### config.mk
export PLATFORM = sky130hd
export DESIGN_NAME = sio_bufstat
export DESIGN_NICKNAME = d
export VERILOG_FILES = /design/src/rtl/sio_bufstat_pkg.sv /design/src/rtl/sio_bufstat_flag.sv /design/src/rtl/sio_bufstat_decode.sv /design/src/rtl/sio_bufstat_txpath.sv /design/src/rtl/sio_bufstat_rxpath.sv /design/src/rtl/sio_bufstat.sv
export SDC_FILE = /design/constraint.sdc
export NUM_CORES = 1
export LEC_CHECK = 0
export ABC_CLOCK_PERIOD_IN_PS = 2000
export BUFFER_PORTS_ARGS = -buffer_cell sky130_fd_sc_hd__buf_2
export CORE_ASPECT_RATIO = 1.75
export CORE_UTILIZATION = 48
export DETAILED_ROUTE_END_ITERATION = 8
export MAX_ROUTING_LAYER = met4
export PLACE_DENSITY = 0.82
export RECOVER_POWER = 50
export SKIP_CTS_REPAIR_TIMING = 1
export SLEW_MARGIN = 20
export SYNTH_ARGS = -nofsm -noshare
export SYNTH_HDL_FRONTEND = slang
export SYNTH_HIERARCHICAL = 1
export SYNTH_SLANG_ARGS = --single-unit
### constraint.sdc
create_clock -name clk -period 2 [get_ports clk]
set_clock_uncertainty 0.1 [all_clocks]
set_input_delay 0.2 -clock clk [delete_from_list [all_inputs] [get_ports clk]]
set_output_delay 0.2 -clock clk [all_outputs]
set_load 0.05 [all_outputs]
### src/rtl/sio_bufstat_pkg.sv
package sio_bufstat_pkg;

  localparam int STS_TXE_BIT = 7;
  localparam int STS_RXF_BIT = 6;
  localparam int STS_OVR_BIT = 5;

  typedef enum logic [1:0] {
    SEL_STATUS = 2'd0,
    SEL_TXBUF  = 2'd1,
    SEL_RXBUF  = 2'd2,
    SEL_NONE   = 2'd3
  } reg_sel_e;

  // set dominates clear so that no event is dropped
  function automatic logic flag_next(logic cur, logic set, logic clr);
    if (set)      return 1'b1;
    else if (clr) return 1'b0;
    else          return cur;
  endfunction

  function automatic logic [7:0] pack_status(logic txe, logic rxf, logic ovr);
    logic [7:0] s;
    s = '0;
    s[STS_TXE_BIT] = txe;
    s[STS_RXF_BIT] = rxf;
    s[STS_OVR_BIT] = ovr;
    return s;
  endfunction

endpackage

### src/rtl/sio_bufstat_flag.sv
module sio_bufstat_flag #(
  parameter logic RST_VAL = 1'b0
) (
  input  logic clk,
  input  logic rst_n,
  input  logic force_en,
  input  logic force_val,
  input  logic set_i,
  input  logic hw_clr_i,
  input  logic sts_rd,
  input  logic sts_wr,
  input  logic wr_bit,
  output logic flag_o
);
  import sio_bufstat_pkg::*;

  logic flag_q, armed_q;
  logic flag_d, armed_d, sw_clr;

  always_comb begin
    sw_clr = sts_wr & ~wr_bit & armed_q;
    if (force_en) flag_d = force_val;
    else          flag_d = flag_next(flag_q, set_i, sw_clr | hw_clr_i);
    if (force_en | sts_wr)    armed_d = 1'b0;
    else if (sts_rd & flag_q) armed_d = 1'b1;
    else                      armed_d = armed_q;
  end

  always_ff @(posedge clk) begin
    if (!rst_n) begin
      flag_q  <= RST_VAL;
      armed_q <= 1'b0;
    end else begin
      flag_q  <= flag_d;
      armed_q <= armed_d;
    end
  end

  assign flag_o = flag_q;
endmodule

### src/rtl/sio_bufstat_decode.sv
module sio_bufstat_decode #(
  parameter int ADDR_W = 2
) (
  input  logic              reg_rd,
  input  logic              reg_wr,
  input  logic [ADDR_W-1:0] reg_addr,
  output sio_bufstat_pkg::reg_sel_e sel,
  output logic              sts_rd,
  output logic              sts_wr,
  output logic              txb_wr
);
  import sio_bufstat_pkg::*;

  always_comb begin
    if (reg_addr == ADDR_W'(0))      sel = SEL_STATUS;
    else if (reg_addr == ADDR_W'(1)) sel = SEL_TXBUF;
    else if (reg_addr == ADDR_W'(2)) sel = SEL_RXBUF;
    else                             sel = SEL_NONE;
    sts_rd = reg_rd & (sel == SEL_STATUS);
    sts_wr = reg_wr & (sel == SEL_STATUS);
    txb_wr = reg_wr & (sel == SEL_TXBUF);
  end
endmodule

### src/rtl/sio_bufstat_txpath.sv
module sio_bufstat_txpath #(
  parameter int DATA_W = 8
) (
  input  logic              clk,
  input  logic              rst_n,
  input  logic              standby,
  input  logic              tx_en,
  input  logic              cpu_wr,
  input  logic [DATA_W-1:0] cpu_wdata,
  input  logic              dma_wr,
  input  logic [DATA_W-1:0] dma_wdata,
  input  logic              load_req,
  input  logic              sts_rd,
  input  logic              sts_wr,
  input  logic              wr_bit,
  output logic [DATA_W-1:0] tx_buf,
  output logic              tx_empty,
  output logic              load_fire
);
  logic [DATA_W-1:0] buf_q;

  assign load_fire = load_req & ~tx_empty;

  always_ff @(posedge clk) begin
    if (!rst_n)      buf_q <= '0;
    else if (dma_wr) buf_q <= dma_wdata;
    else if (cpu_wr) buf_q <= cpu_wdata;
  end

  sio_bufstat_flag #(.RST_VAL(1'b1)) u_txe (
    .clk      (clk),
    .rst_n    (rst_n),
    .force_en (standby),
    .force_val(1'b1),
    .set_i    (load_fire | ~tx_en),
    .hw_clr_i (dma_wr),
    .sts_rd   (sts_rd),
    .sts_wr   (sts_wr),
    .wr_bit   (wr_bit),
    .flag_o   (tx_empty)
  );

  assign tx_buf = buf_q;
endmodule

### src/rtl/sio_bufstat_rxpath.sv
module sio_bufstat_rxpath #(
  parameter int DATA_W = 8
) (
  input  logic              clk,
  input  logic              rst_n,
  input  logic              standby,
  input  logic              rx_en,
  input  logic              done,
  input  logic              err,
  input  logic [DATA_W-1:0] din,
  input  logic              dma_rd,
  input  logic              sts_rd,
  input  logic              sts_wr,
  input  logic              wr_full_bit,
  input  logic              wr_ovr_bit,
  output logic [DATA_W-1:0] rx_buf,
  output logic              rx_full,
  output logic              rx_ovr,
  output logic              accept,
  output logic              ovr_evt
);
  logic [DATA_W-1:0] buf_q;
  logic good;

  assign good    = done & ~err & rx_en;
  assign accept  = good & ~rx_full;
  assign ovr_evt = good & rx_full;

  always_ff @(posedge clk) begin
    if (!rst_n)      buf_q <= '0;
    else if (accept) buf_q <= din;
  end

  sio_bufstat_flag #(.RST_VAL(1'b0)) u_rxf (
    .clk      (clk),
    .rst_n    (rst_n),
    .force_en (standby),
    .force_val(1'b0),
    .set_i    (accept),
    .hw_clr_i (dma_rd),
    .sts_rd   (sts_rd),
    .sts_wr   (sts_wr),
    .wr_bit   (wr_full_bit),
    .flag_o   (rx_full)
  );

  sio_bufstat_flag #(.RST_VAL(1'b0)) u_ovr (
    .clk      (clk),
    .rst_n    (rst_n),
    .force_en (1'b0),
    .force_val(1'b0),
    .set_i    (ovr_evt),
    .hw_clr_i (1'b0),
    .sts_rd   (sts_rd),
    .sts_wr   (sts_wr),
    .wr_bit   (wr_ovr_bit),
    .flag_o   (rx_ovr)
  );

  assign rx_buf = buf_q;
endmodule

### src/rtl/sio_bufstat.sv
module sio_bufstat #(
  parameter int DATA_W = 8,
  parameter int ADDR_W = 2
) (
  input  logic              clk,
  input  logic              rst_n,
  input  logic              standby,
  input  logic              tx_en,
  input  logic              rx_en,
  input  logic [ADDR_W-1:0] reg_addr,
  input  logic              reg_rd,
  input  logic              reg_wr,
  input  logic [DATA_W-1:0] reg_wdata,
  output logic [DATA_W-1:0] reg_rdata,
  input  logic              dma_tx_wr,
  input  logic [DATA_W-1:0] dma_tx_data,
  input  logic              dma_rx_rd,
  output logic [DATA_W-1:0] dma_rx_data,
  input  logic              txs_load_req,
  output logic [DATA_W-1:0] txs_load_data,
  input  logic              rxs_done,
  input  logic              rxs_err,
  input  logic [DATA_W-1:0] rxs_data,
  output logic              tx_buf_empty,
  output logic              rx_buf_full,
  output logic              rx_overrun
);
  import sio_bufstat_pkg::*;

  reg_sel_e sel;
  logic sts_rd, sts_wr, txb_wr;
  logic tx_load_fire, rx_accept, rx_overrun_evt;
  logic [DATA_W-1:0] tx_buf, rx_buf;

  sio_bufstat_decode #(.ADDR_W(ADDR_W)) u_dec (
    .reg_rd  (reg_rd),
    .reg_wr  (reg_wr),
    .reg_addr(reg_addr),
    .sel     (sel),
    .sts_rd  (sts_rd),
    .sts_wr  (sts_wr),
    .txb_wr  (txb_wr)
  );

  sio_bufstat_txpath #(.DATA_W(DATA_W)) u_tx (
    .clk      (clk),
    .rst_n    (rst_n),
    .standby  (standby),
    .tx_en    (tx_en),
    .cpu_wr   (txb_wr),
    .cpu_wdata(reg_wdata),
    .dma_wr   (dma_tx_wr),
    .dma_wdata(dma_tx_data),
    .load_req (txs_load_req),
    .sts_rd   (sts_rd),
    .sts_wr   (sts_wr),
    .wr_bit   (reg_wdata[STS_TXE_BIT]),
    .tx_buf   (tx_buf),
    .tx_empty (tx_buf_empty),
    .load_fire(tx_load_fire)
  );

  sio_bufstat_rxpath #(.DATA_W(DATA_W)) u_rx (
    .clk        (clk),
    .rst_n      (rst_n),
    .standby    (standby),
    .rx_en      (rx_en),
    .done       (rxs_done),
    .err        (rxs_err),
    .din        (rxs_data),
    .dma_rd     (dma_rx_rd),
    .sts_rd     (sts_rd),
    .sts_wr     (sts_wr),
    .wr_full_bit(reg_wdata[STS_RXF_BIT]),
    .wr_ovr_bit (reg_wdata[STS_OVR_BIT]),
    .rx_buf     (rx_buf),
    .rx_full    (rx_buf_full),
    .rx_ovr     (rx_overrun),
    .accept     (rx_accept),
    .ovr_evt    (rx_overrun_evt)
  );

  always_comb begin
    unique case (sel)
      SEL_STATUS: reg_rdata = DATA_W'(pack_status(tx_buf_empty, rx_buf_full, rx_overrun));
      SEL_TXBUF:  reg_rdata = tx_buf;
      SEL_RXBUF:  reg_rdata = rx_buf;
      default:    reg_rdata = '0;
    endcase
  end

  assign dma_rx_data   = rx_buf;
  assign txs_load_data = tx_buf;
endmodule

==> results by group, run 1 <==
Status
  – Outcome: complete, no violations

Detailed routing
  – Wire length per cell: 14.2 um
  – First drt pass iteration count: 4
  – Routed wire length: 3.03 mm
  – Detailed-route vias per instance: 5.30
  – Residual antenna-violating net count after detailed routing: 0
  – Total number of vias: 1128
  – Detailed-route DRC error count: 0
  – Drt first-iter violations: 35

Place
  – Post-DP HPWL: 2.34 mm
  – Worst setup timing slack at the placement stage: 296 ps
  – PortBufs: 64
  – Final weighted congestion in routability-driven placement: 0.815

Critical path
  – Worst-path cell chain: clkbuf_1 > nor2b_1 > a22o_1 > buf_2
  – Total buffers and inverters traversed by the critical path: 2
  – Worst path arrival time: 1360 ps
  – CP max FO: 8
  – Critical path start-end classification: in -> out
  – Max stage delay on crit path: 480 ps
  – Crit-path leading delay family: simple AND/OR/NAND/NOR gates
  – Setup crit end kind: output pin
  – Worst path slowest cell: sky130_fd_sc_hd__nor2b_1
  – Crit start category: input port
  – Required time of the worst setup path: 1700 ps

Layout
  – Sequential Area: 440 um^2
  – Net total in the final layout: 226
  – Layout cell share with drive strength beyond 1: 30.5%
  – Final standard cell utilization of the core: 63.6%
  – Antenna diode count: 0
  – P&R area growth vs syn: 26.8%
  – FILL cells: 237
  – Footprint of the multi-input gates: 724 um^2

Global routing
  – Initial antenna violation count: 0
  – Global-route wire length before repair: 4.67 mm
  – Largest net degree at the start of global routing: 31
  – Gr usage total: 23.8%
  – Vias in the first global route: 1076
  – Busiest layer in global routing: met2
  – Met1 track utilization from global routing: 25.7%
  – Global-route met3 utilization: 2.89%
  – Aggregate global routing overflow: 0
  – Global Route met2 Usage: 40.2%

Synthesis
  – Library cell with the highest instance count after synthesis: sky130_fd_sc_hd__dfxtp_1
  – Syn_area_per_cell: 10.0 um^2
  – Netlist cell types: 30
  – Most used flip-flop cell after synthesis: sky130_fd_sc_hd__dfxtp_1
  – Cell types occupying the most area after synthesis: sky130_fd_sc_hd__dfxtp_1 (36%), sky130_fd_sc_hd__mux2i_1 (9.7%), sky130_fd_sc_hd__mux2_4 (9.7%), sky130_fd_sc_hd__o211a_1 (6.5%), sky130_fd_sc_hd__nand2_1 (4.9%)
  – Number of warning messages in the yosys log: 6
  – Synthesized flop and latch total: 22
  – Register area share after synthesis: 35.7%
  – Most frequent cells after synthesis: sky130_fd_sc_hd__dfxtp_1 (22), sky130_fd_sc_hd__nand2_1 (16), sky130_fd_sc_hd__mux2i_1 (12)
  – Post-synth top area cell: sky130_fd_sc_hd__dfxtp_1
  – Gate count of the mapped netlist: 123
  – Post-synth design cell area: 1230 um^2
  – Top cell type's share of synthesized area: 35.7%
  – Share of async-settable or async-resettable flops after synthesis: 0%
  – Number of synthesized flops with an enable pin: 0

Floorplanning
  – Area of the core region: 2460 um^2
  – Die span in x: 40.3 um
  – Overall die area: 2790 um^2
  – Height of the chip: 69.1 um
  – Num rows: 24
  – Starting density of the core: 50.2%
  – I/O pin total: 65

Clock network
  – # clock sinks: 22
  – CTS tree: built
  – CTS clk-pin slew, worst paths: 70 ps
  – Clock latency on the worst-skew pair: 260 ps
  – Inserted Clock Buffers: 3
  – Max Root-Sink Buffers: 2
  – Clock Root Buffer: sky130_fd_sc_hd__clkbuf_8
  – H-tree depth: 1

Timing
  – Slew Limit Fails: 0
  – Remaining max-slew budget at the tightest pin: 59.1%
  – F_max: 604 MHz
  – Worst Slack Setup Final: 344 ps
  – Actual transition at the worst max-transition pin: 616 ps
  – Setup TNS Final: 0 ps
  – Final-report hold violation count: 0
  – Setup repair after global routing missed its margin: false
  – Final setup violation count: 0
  – Final worst path period share: 82.8%
  – Clock period minus worst slack: 1660 ps

Flow run
  – Max-cap violation count: 0

Pwr
  – Leak Pwr: 0.000766 uW
  – IR drop worst, VDD: 0.463 mV
  – Power density of the placed cells: 685 nW/um^2

Hold path
  – Class of the worst hold path: in -> reg
-- metal layers --
metal  routed length (um)  vias up  share of wire (%)
li1                     -      562                  -
met1                 1200      516                 40
met2                 1590       44                 53
met3                  178        6                5.9
met4                   56        0                1.8
met5                    0        -                  0
-- registers in the layout (all words and copies together), names as in the netlist --
signal,flops
u_rx/u_ovr/flag_o,1
u_tx/tx_buf,8
u_tx/u_txe/flag_o,1
u_rx/u_rxf/armed_q,1
u_rx/rx_buf,8
u_tx/u_txe/armed_q,1
u_rx/u_rxf/flag_o,1
u_rx/u_ovr/armed_q,1
-- logic make-up (layout without fill, tap and decap cells) --
group	after synthesis	in the layout	share of synthesized area, %
other cells	2	6	0.608
buf+inv	13	73	6.08
flops	22	22	35.7
compound gates	26	26	16.6
simple gates	40	40	21.6
mux	20	20	19.5
-- where the power goes --
group          switching, uW  leakage [uW]  internal [uW]  total (uW)
logic                    179      0.000557           97.2         277
registers               21.1      0.000181            460         481
clock network            140     0.0000288            175         316
total                    341      0.000766            733        1070
-- cells in the final DEF (no fill, tap or decap) --
cell type,synthesis,routed
sky130_fd_sc_hd__buf_2,2,44
sky130_fd_sc_hd__dfxtp_1,22,22
sky130_fd_sc_hd__clkbuf_1,2,21
sky130_fd_sc_hd__nand2_1,16,16
sky130_fd_sc_hd__mux2i_1,12,12
sky130_fd_sc_hd__or2b_1,8,8
sky130_fd_sc_hd__o211a_1,8,8
sky130_fd_sc_hd__mux2_4,8,7
sky130_fd_sc_hd__conb_1,2,6
sky130_fd_sc_hd__a22o_1,5,5
sky130_fd_sc_hd__a21oi_1,5,5
sky130_fd_sc_hd__clkbuf_8,0,4
sky130_fd_sc_hd__inv_1,4,4
sky130_fd_sc_hd__o2bb2ai_1,3,3
sky130_fd_sc_hd__nor2b_1,2,2
sky130_fd_sc_hd__nor3b_1,2,2
sky130_fd_sc_hd__and3b_1,2,2
sky130_fd_sc_hd__nand3b_1,2,2
sky130_fd_sc_hd__a31oi_1,2,2
sky130_fd_sc_hd__o21ai_0,2,2
sky130_fd_sc_hd__nor4b_1,1,2
sky130_fd_sc_hd__and2b_1,1,1
sky130_fd_sc_hd__and4bb_1,1,1
sky130_fd_sc_hd__and4b_2,1,1
sky130_fd_sc_hd__nor4b_2,2,1
sky130_fd_sc_hd__nand2b_1,1,1
sky130_fd_sc_hd__mux2_1,0,1
sky130_fd_sc_hd__or4b_1,1,1
sky130_fd_sc_hd__o211ai_1,1,1
-- layout make-up --
type / instances / area share, %
tap: 26 / 2.08
sequential: 22 / 28.1
timing repair buffer: 65 / 19.1
clock buffer: 4 / 3.51
inverter: 4 / 0.958
multi-input combinational: 92 / 46.2
-- worst register-to-register path: stages, from the launching register on --
cell and delay (ps):
sky130_fd_sc_hd__dfxtp_1 420, sky130_fd_sc_hd__nor2b_1 60, sky130_fd_sc_hd__nand2b_1 150, sky130_fd_sc_hd__or4b_1 460
sky130_fd_sc_hd__o211ai_1 190
-- through the flow --
stage                     hold slack [ps]  area (um^2)  instances  power, uW
after floorplan                       174         1250        127        695
after global placement                349         1550        209        769
after detailed placement              353         1550        209        776
after CTS                            75.8         1610        213       1090
after global routing                 79.7         1570        213       1120
final                                77.1         1570        213       1070
-- path summary, 6_finish.rpt --
kind                          start                end  slack [ps]  cells past startpoint
setup reg to reg  u_tx/u_txe/flag_o  u_tx/u_txe/flag_o         540                      4
hold / removal          rxs_data[0]     u_rx/rx_buf[0]          80                      3
hold reg to reg      u_rx/rx_buf[0]     u_rx/rx_buf[0]         380                      2
setup / recovery        reg_addr[1]       reg_rdata[1]         340                      4
Note: power is estimated with default switching activity, not from simulation.
==> run 2, diff against run 1 <==
- ABC_AREA: default -> 1
- ABC_CLOCK_PERIOD_IN_PS: 2000 -> 1350
- CORE_UTILIZATION: 48 -> 41
- PLACE_DENSITY: 0.82 -> 0.73
- clock period: 2 -> 1.35 ns (I/O delays scaled with it)
==> run 2 against run 1 <==
Compared with the run above: clock-buffer cell count unchanged; critical path depth is 1 lower; via count rose by 32%; synthesized area grew 11%; die area up 28%; hold slack worse by 37 ps; synthesized cell count is 74% higher; largest power group unchanged; core utilization down 7.6 points; wire length increased by 8.5%; sequential cell count unchanged; combinational power rose by 68%; cell area is 12% higher.
==> results by group, run 2 <==
Status
  – Outcome: complete, no violations

Pwr
  – Internal power contribution: 1080 uW
  – Leak Pwr: 0.00103 uW
  – IR drop worst, VDD: 0.617 mV
  – Psw: 557 uW
  – Switching fraction of total power: 34.0%
  – Clk pwr share: 27.8%
  – Power density of the placed cells: 931 nW/um^2
  – Share of total power in sequential cells: 43.8%
  – Combinational cell fraction of total power: 28.4%

Timing
  – Hold Slack: 39.6 ps
  – Final setup violation count: 0
  – Final worst path period share: 96.5%
  – Final-report hold violation count: 0
  – Clock period minus worst slack: 1300 ps
  – Setup repair after global routing missed its margin: false
  – F_max: 767 MHz
  – Remaining max-slew budget at the tightest pin: 59.1%
  – Slew Limit Fails: 0
  – Actual transition at the worst max-transition pin: 613 ps

Detailed routing
  – Residual antenna-violating net count after detailed routing: 0
  – Detailed-route vias per instance: 4.61
  – Detailed-route DRC error count: 0
  – Wire length per cell: 10.2 um
  – First drt pass iteration count: 4
  – Drt first-iter violations: 30
  – Routed wire length: 3.29 mm
  – Total number of vias: 1488

Hold path
  – Worst Hold Depth: 4
  – Destination of the worst hold path: u_rx/u_rxf/flag_o
  – Class of the worst hold path: in -> reg
  – Min-Delay Startpoint: dma_rx_rd

Critical path
  – Crit start category: flop
  – Crit-path leading delay family: flip-flops
  – Max stage delay on crit path: 390 ps
  – Setup crit end kind: output pin
  – Worst path arrival time: 1070 ps
  – Cells on worst reg2reg path: 4
  – Worst path slowest cell: sky130_fd_sc_hd__dfxtp_1
  – Startpoint of the most critical register-to-register path: u_rx/u_rxf/flag_o
  – Worst-path cell chain: nand3_1 > nand3_2 > clkbuf_4
  – Required time of the worst setup path: 1120 ps
  – Worst setup path startpoint: u_rx/rx_buf[5]
  – Terminus of the critical flop-to-flop path: u_rx/u_ovr/flag_o
  – CP max FO: 3
  – Worst R2R Setup Slack: 210 ps
  – Total buffers and inverters traversed by the critical path: 1
  – Critical path start-end classification: reg -> out

Floorplanning
  – Die span in x: 45.6 um
  – Num rows: 27
  – Area of the core region: 3140 um^2
  – Starting density of the core: 43.4%
  – I/O pin total: 65
  – Height of the chip: 78.3 um
  – Overall die area: 3570 um^2

Layout
  – FILL cells: 339
  – Commonest cells after routing, fill and taps aside: sky130_fd_sc_hd__nand2_1 (61), sky130_fd_sc_hd__buf_2 (52), sky130_fd_sc_hd__nand3_1 (33)
  – Net total in the final layout: 319
  – Sequential Area: 442 um^2
  – Most common library cell in the layout ignoring fill and taps: sky130_fd_sc_hd__nand2_1
  – Footprint of the multi-input gates: 742 um^2
  – Layout cell share with drive strength beyond 1: 33.9%
  – Antenna diode count: 0
  – P&R area growth vs syn: 28.9%
  – Final standard cell utilization of the core: 56.0%
  – Area of all placed cells without fillers: 1760 um^2

Global routing
  – Gr usage total: 20.5%
  – Vias in the first global route: 1300
  – Largest net degree at the start of global routing: 23
  – Initial antenna violation count: 0
  – Global-route wire length before repair: 5.41 mm
  – Aggregate global routing overflow: 0

Clock network
  – H-tree depth: 1
  – CTS tree: built
  – # clock sinks: 22
  – Clock latency on the worst-skew pair: 250 ps
  – Inserted Clock Buffers: 3
  – CTS clk-pin slew, worst paths: 70 ps
  – Clock Root Buffer: sky130_fd_sc_hd__clkbuf_8
  – Max Root-Sink Buffers: 2

Place
  – PortBufs: 64
  – Final weighted congestion in routability-driven placement: 0.834
  – Standard cell area after detailed placement: 1700 um^2
  – Post-DP HPWL: 2.58 mm

Synthesis
  – Number of warning messages in the yosys log: 6
  – Post-synth design cell area: 1370 um^2
  – Syn_area_per_cell: 6.38 um^2
  – Gate count of the mapped netlist: 214

Flow run
  – Max-cap violation count: 0
[run 2: worst max-delay path by stage]
stage | end | slack (ps) | cells past startpoint
floorplan | reg_rdata[0] | 20 | 2
global placement | reg_rdata[3] | 170 | 6
global route | reg_rdata[5] | 4 | 3
detailed placement | reg_rdata[3] | 160 | 6
finish | reg_rdata[5] | 50 | 3
CTS | reg_rdata[7] | -20 | 3
[run 2: layout make-up]
cell class                      count  area share [%]
Timing Repair Buffer               65            18.8
Tap cell                           43            3.06
Clock buffer                        4            3.13
Multi-Input combinational cell    153            42.2
Inverter                           36            7.68
Sequential cell                    22            25.1
[run 2: power groups by stage]
stage                     sequential [uW]  combinational (uW)  clock [uW]
after detailed placement              733                 465           0
after floorplan                       838                 239           0
final                                 718                 464         456
after global routing                  721                 511         501
after CTS                             718                 466         473
after global placement                733                 460           0
[run 2: per-stage QoR]
step / std cells / power [uW] / setup WS, ps / TNS, ps
6_report: 323 / 1640 / 46.8 / 0
5_1_grt: 323 / 1730 / 3.53 / 0
4_1_cts: 323 / 1660 / -20.7 / -20.7
3_5_place_dp: 319 / 1200 / 158 / 0
3_3_place_gp: 319 / 1190 / 172 / 0
2_1_floorplan: 219 / 1080 / 21.5 / 0
[run 2: worst min-delay path, stage by stage]
cell	delay, ps
sky130_fd_sc_hd__buf_2	80
sky130_fd_sc_hd__nor2_2	30
sky130_fd_sc_hd__nand2_1	50
sky130_fd_sc_hd__a21oi_1	60
[run 2: routing by layer]
metal  share of wire (%)  vias to the layer above  track usage [%]  wire length (um)
li1                    -                      782                -                 -
met1                  40                      655             23.7              1310
met2                  54                       43             33.6              1780
met3                 3.7                        8             2.07               123
met4                 2.2                        0             10.6                73
met5                   0                        -                -                 0
==> run 3, diff against run 2 <==
- CORE_UTILIZATION: 41 -> 38
- PLACE_DENSITY: 0.73 -> 0.72
- SYNTH_HIERARCHICAL: 1 -> default
==> run 3 against run 2 <==
Compared with the run above: hold slack got worse by 50 ps; first-iteration DRC count decreased by 20%; final cell count decreased by 22%; fmax decreased by 0.24%; non-clock buffer count increased by 2; largest cell class unchanged; die area decreased by 14%; largest power group unchanged; sequential share of layout area increased by 4.3 points; the run now ends with negative hold slack left.
==> results by group, run 3 <==
Place
  – Worst setup timing slack at the placement stage: 44.6 ps
  – PortBufs: 64
  – Cell total after placement: 247
  – Final weighted congestion in routability-driven placement: 0.877
  – Post-DP HPWL: 2.44 mm

Timing
  – Worst Slack Setup Final: 43.6 ps
  – Final worst path period share: 96.8%
  – Final setup violation count: 0
  – Setup repair after global routing missed its margin: true
  – Setup TNS Final: 0 ps
  – Actual transition at the worst max-transition pin: 302 ps
  – Clock period minus worst slack: 1310 ps
  – F_max: 765 MHz
  – Final-report hold violation count: 1
  – Slew Limit Fails: 0
  – Hold Slack: -10.7 ps
  – Remaining max-slew budget at the tightest pin: 79.9%

Detailed routing
  – Wire length per cell: 12.2 um
  – First drt pass iteration count: 4
  – Drt first-iter violations: 24
  – Residual antenna-violating net count after detailed routing: 0
  – Detailed-route DRC error count: 0
  – Total number of vias: 1270
  – Routed wire length: 3.09 mm
  – Detailed-route vias per instance: 5.04

Layout
  – Most common library cell in the layout ignoring fill and taps: sky130_fd_sc_hd__buf_2
  – Final standard cell utilization of the core: 56.7%
  – Commonest cells after routing, fill and taps aside: sky130_fd_sc_hd__buf_2 (60), sky130_fd_sc_hd__nand2_1 (49), sky130_fd_sc_hd__dfxtp_1 (20)
  – P&R area growth vs syn: 40.8%
  – Net total in the final layout: 264
  – Antenna diode count: 0
  – Layout cell share with drive strength beyond 1: 38.2%
  – Number of standard cells in the layout, taps in and fillers out: 252

Synthesis
  – Most used flip-flop cell after synthesis: sky130_fd_sc_hd__dfxtp_1
  – Number of synthesized flops with an enable pin: 0
  – Register area share after synthesis: 40.6%
  – Syn_area_per_cell: 6.86 um^2
  – Top cell type's share of synthesized area: 40.6%
  – Cell types occupying the most area after synthesis: sky130_fd_sc_hd__dfxtp_1 (41%), sky130_fd_sc_hd__nand2_1 (17%), sky130_fd_sc_hd__nand3_1 (7.9%), sky130_fd_sc_hd__a21oi_1 (7.4%), sky130_fd_sc_hd__nor2_1 (5.5%)
  – Netlist cell types: 19
  – Number of warning messages in the yosys log: 0
  – Library cell with the highest instance count after synthesis: sky130_fd_sc_hd__nand2_1
  – Post-synth design cell area: 1080 um^2
  – Synthesized Nets: 196
  – Synthesized flop and latch total: 22
  – Share of async-settable or async-resettable flops after synthesis: 0%
  – Gate count of the mapped netlist: 158
  – Post-synth top area cell: sky130_fd_sc_hd__dfxtp_1
  – Most frequent cells after synthesis: sky130_fd_sc_hd__nand2_1 (48), sky130_fd_sc_hd__dfxtp_1 (22), sky130_fd_sc_hd__nand3_1 (17)

Critical path
  – Setup crit end kind: output pin
  – Required time of the worst setup path: 1120 ps
  – Worst path arrival time: 1070 ps
  – Critical path start-end classification: reg -> out
  – CP max FO: 11
  – Worst path slowest cell: sky130_fd_sc_hd__dfxtp_4
  – Cells on worst reg2reg path: 4
  – Crit start category: flop
  – Max stage delay on crit path: 370 ps
  – Worst-path cell chain: inv_4 > o211ai_1 > buf_4

Global routing
  – Largest net degree at the start of global routing: 14
  – Gr usage total: 22.2%
  – Vias in the first global route: 1233
  – Aggregate global routing overflow: 0
  – Global-route wire length before repair: 5.16 mm
  – Met1 track utilization from global routing: 23.1%
  – Busiest layer in global routing: met2
  – Initial antenna violation count: 0
  – Global-route met3 utilization: 2.72%
  – Global Route met2 Usage: 41.0%

Status
  – Violated checks: negative hold slack
  – Outcome: finished, violations left

Clock network
  – Clock latency on the worst-skew pair: 260 ps
  – CTS clk-pin slew, worst paths: 80 ps
  – CTS tree: built
  – Max Root-Sink Buffers: 2
  – H-tree depth: 1
  – Clock Root Buffer: sky130_fd_sc_hd__clkbuf_8
  – Inserted Clock Buffers: 3
  – # clock sinks: 22

Floorplanning
  – Height of the chip: 72.6 um
  – Overall die area: 3080 um^2
  – Die span in x: 42.4 um
  – Num rows: 25
  – Area of the core region: 2690 um^2
  – Starting density of the core: 40.3%
  – I/O pin total: 65

Flow run
  – Max-cap violation count: 0

Hold path
  – Class of the worst hold path: in -> reg
  – Worst Hold Depth: 3

Pwr
  – Power density of the placed cells: 1100 nW/um^2
  – Final total power: 1680 uW
  – Leak Pwr: 0.000776 uW
  – IR drop worst, VDD: 0.645 mV
==> run 3: path summary, 6_finish.rpt <==
| check | from | to | slack [ps] |
|---|---|---|---|
| worst min register to register | u_tx.u_txe.armed_q | u_tx.u_txe.armed_q | 350 |
| worst max register to register | u_rx.u_rxf.flag_o | u_rx.rx_buf[3] | 380 |
| worst max-delay path | u_rx.u_rxf.flag_o | reg_rdata[6] | 40 |
| worst min-delay path | txs_load_req | u_tx.u_txe.flag_o | -10 |
==> run 3: cell type report <==
class | count | area [um^2]
clock buffer | 3 | 41.3
sequential | 22 | 448
timing repair buffer | 67 | 349
inverter | 13 | 51.3
clock inverter | 1 | 30.0
tap | 27 | 33.8
fill | 283 | 1160
multi-input combinational | 119 | 572
==> run 3: where the power goes <==
group	switching (uW)	internal, uW
Combinational	260	115
Clock	208	396
Sequential	24.2	674
==> run 3: critical path, delay by kind of cell, from the launching register on <==
family          cells  cell delay [ps]
flops               1              370
compound gates      1              150
buf+inv             2              280
==> run 3: cell families (layout without fill, tap and decap cells) <==
| logic type | Yosys count | count (layout) | share of synthesized area, % |
|---|---|---|---|
| flops | 22 | 22 | 40.6 |
| buf+inv | 17 | 84 | 7.39 |
| compound gates | 30 | 30 | 16.1 |
| simple gates | 89 | 89 | 35.9 |
==> run 3: stage by stage <==
step                instance area (um^2)  hold slack [ps]
global placement                    1440              250
CTS                                 1510            -7.14
finish                              1530            -10.7
detailed placement                  1440              259
floorplan                           1110              153
global route                        1530             20.1
==> run 3: metal layers <==
layer	vias up	wire [um]
li1	654	-
met1	569	1220
met2	43	1690
met3	4	132
met4	0	43
met5	-	0
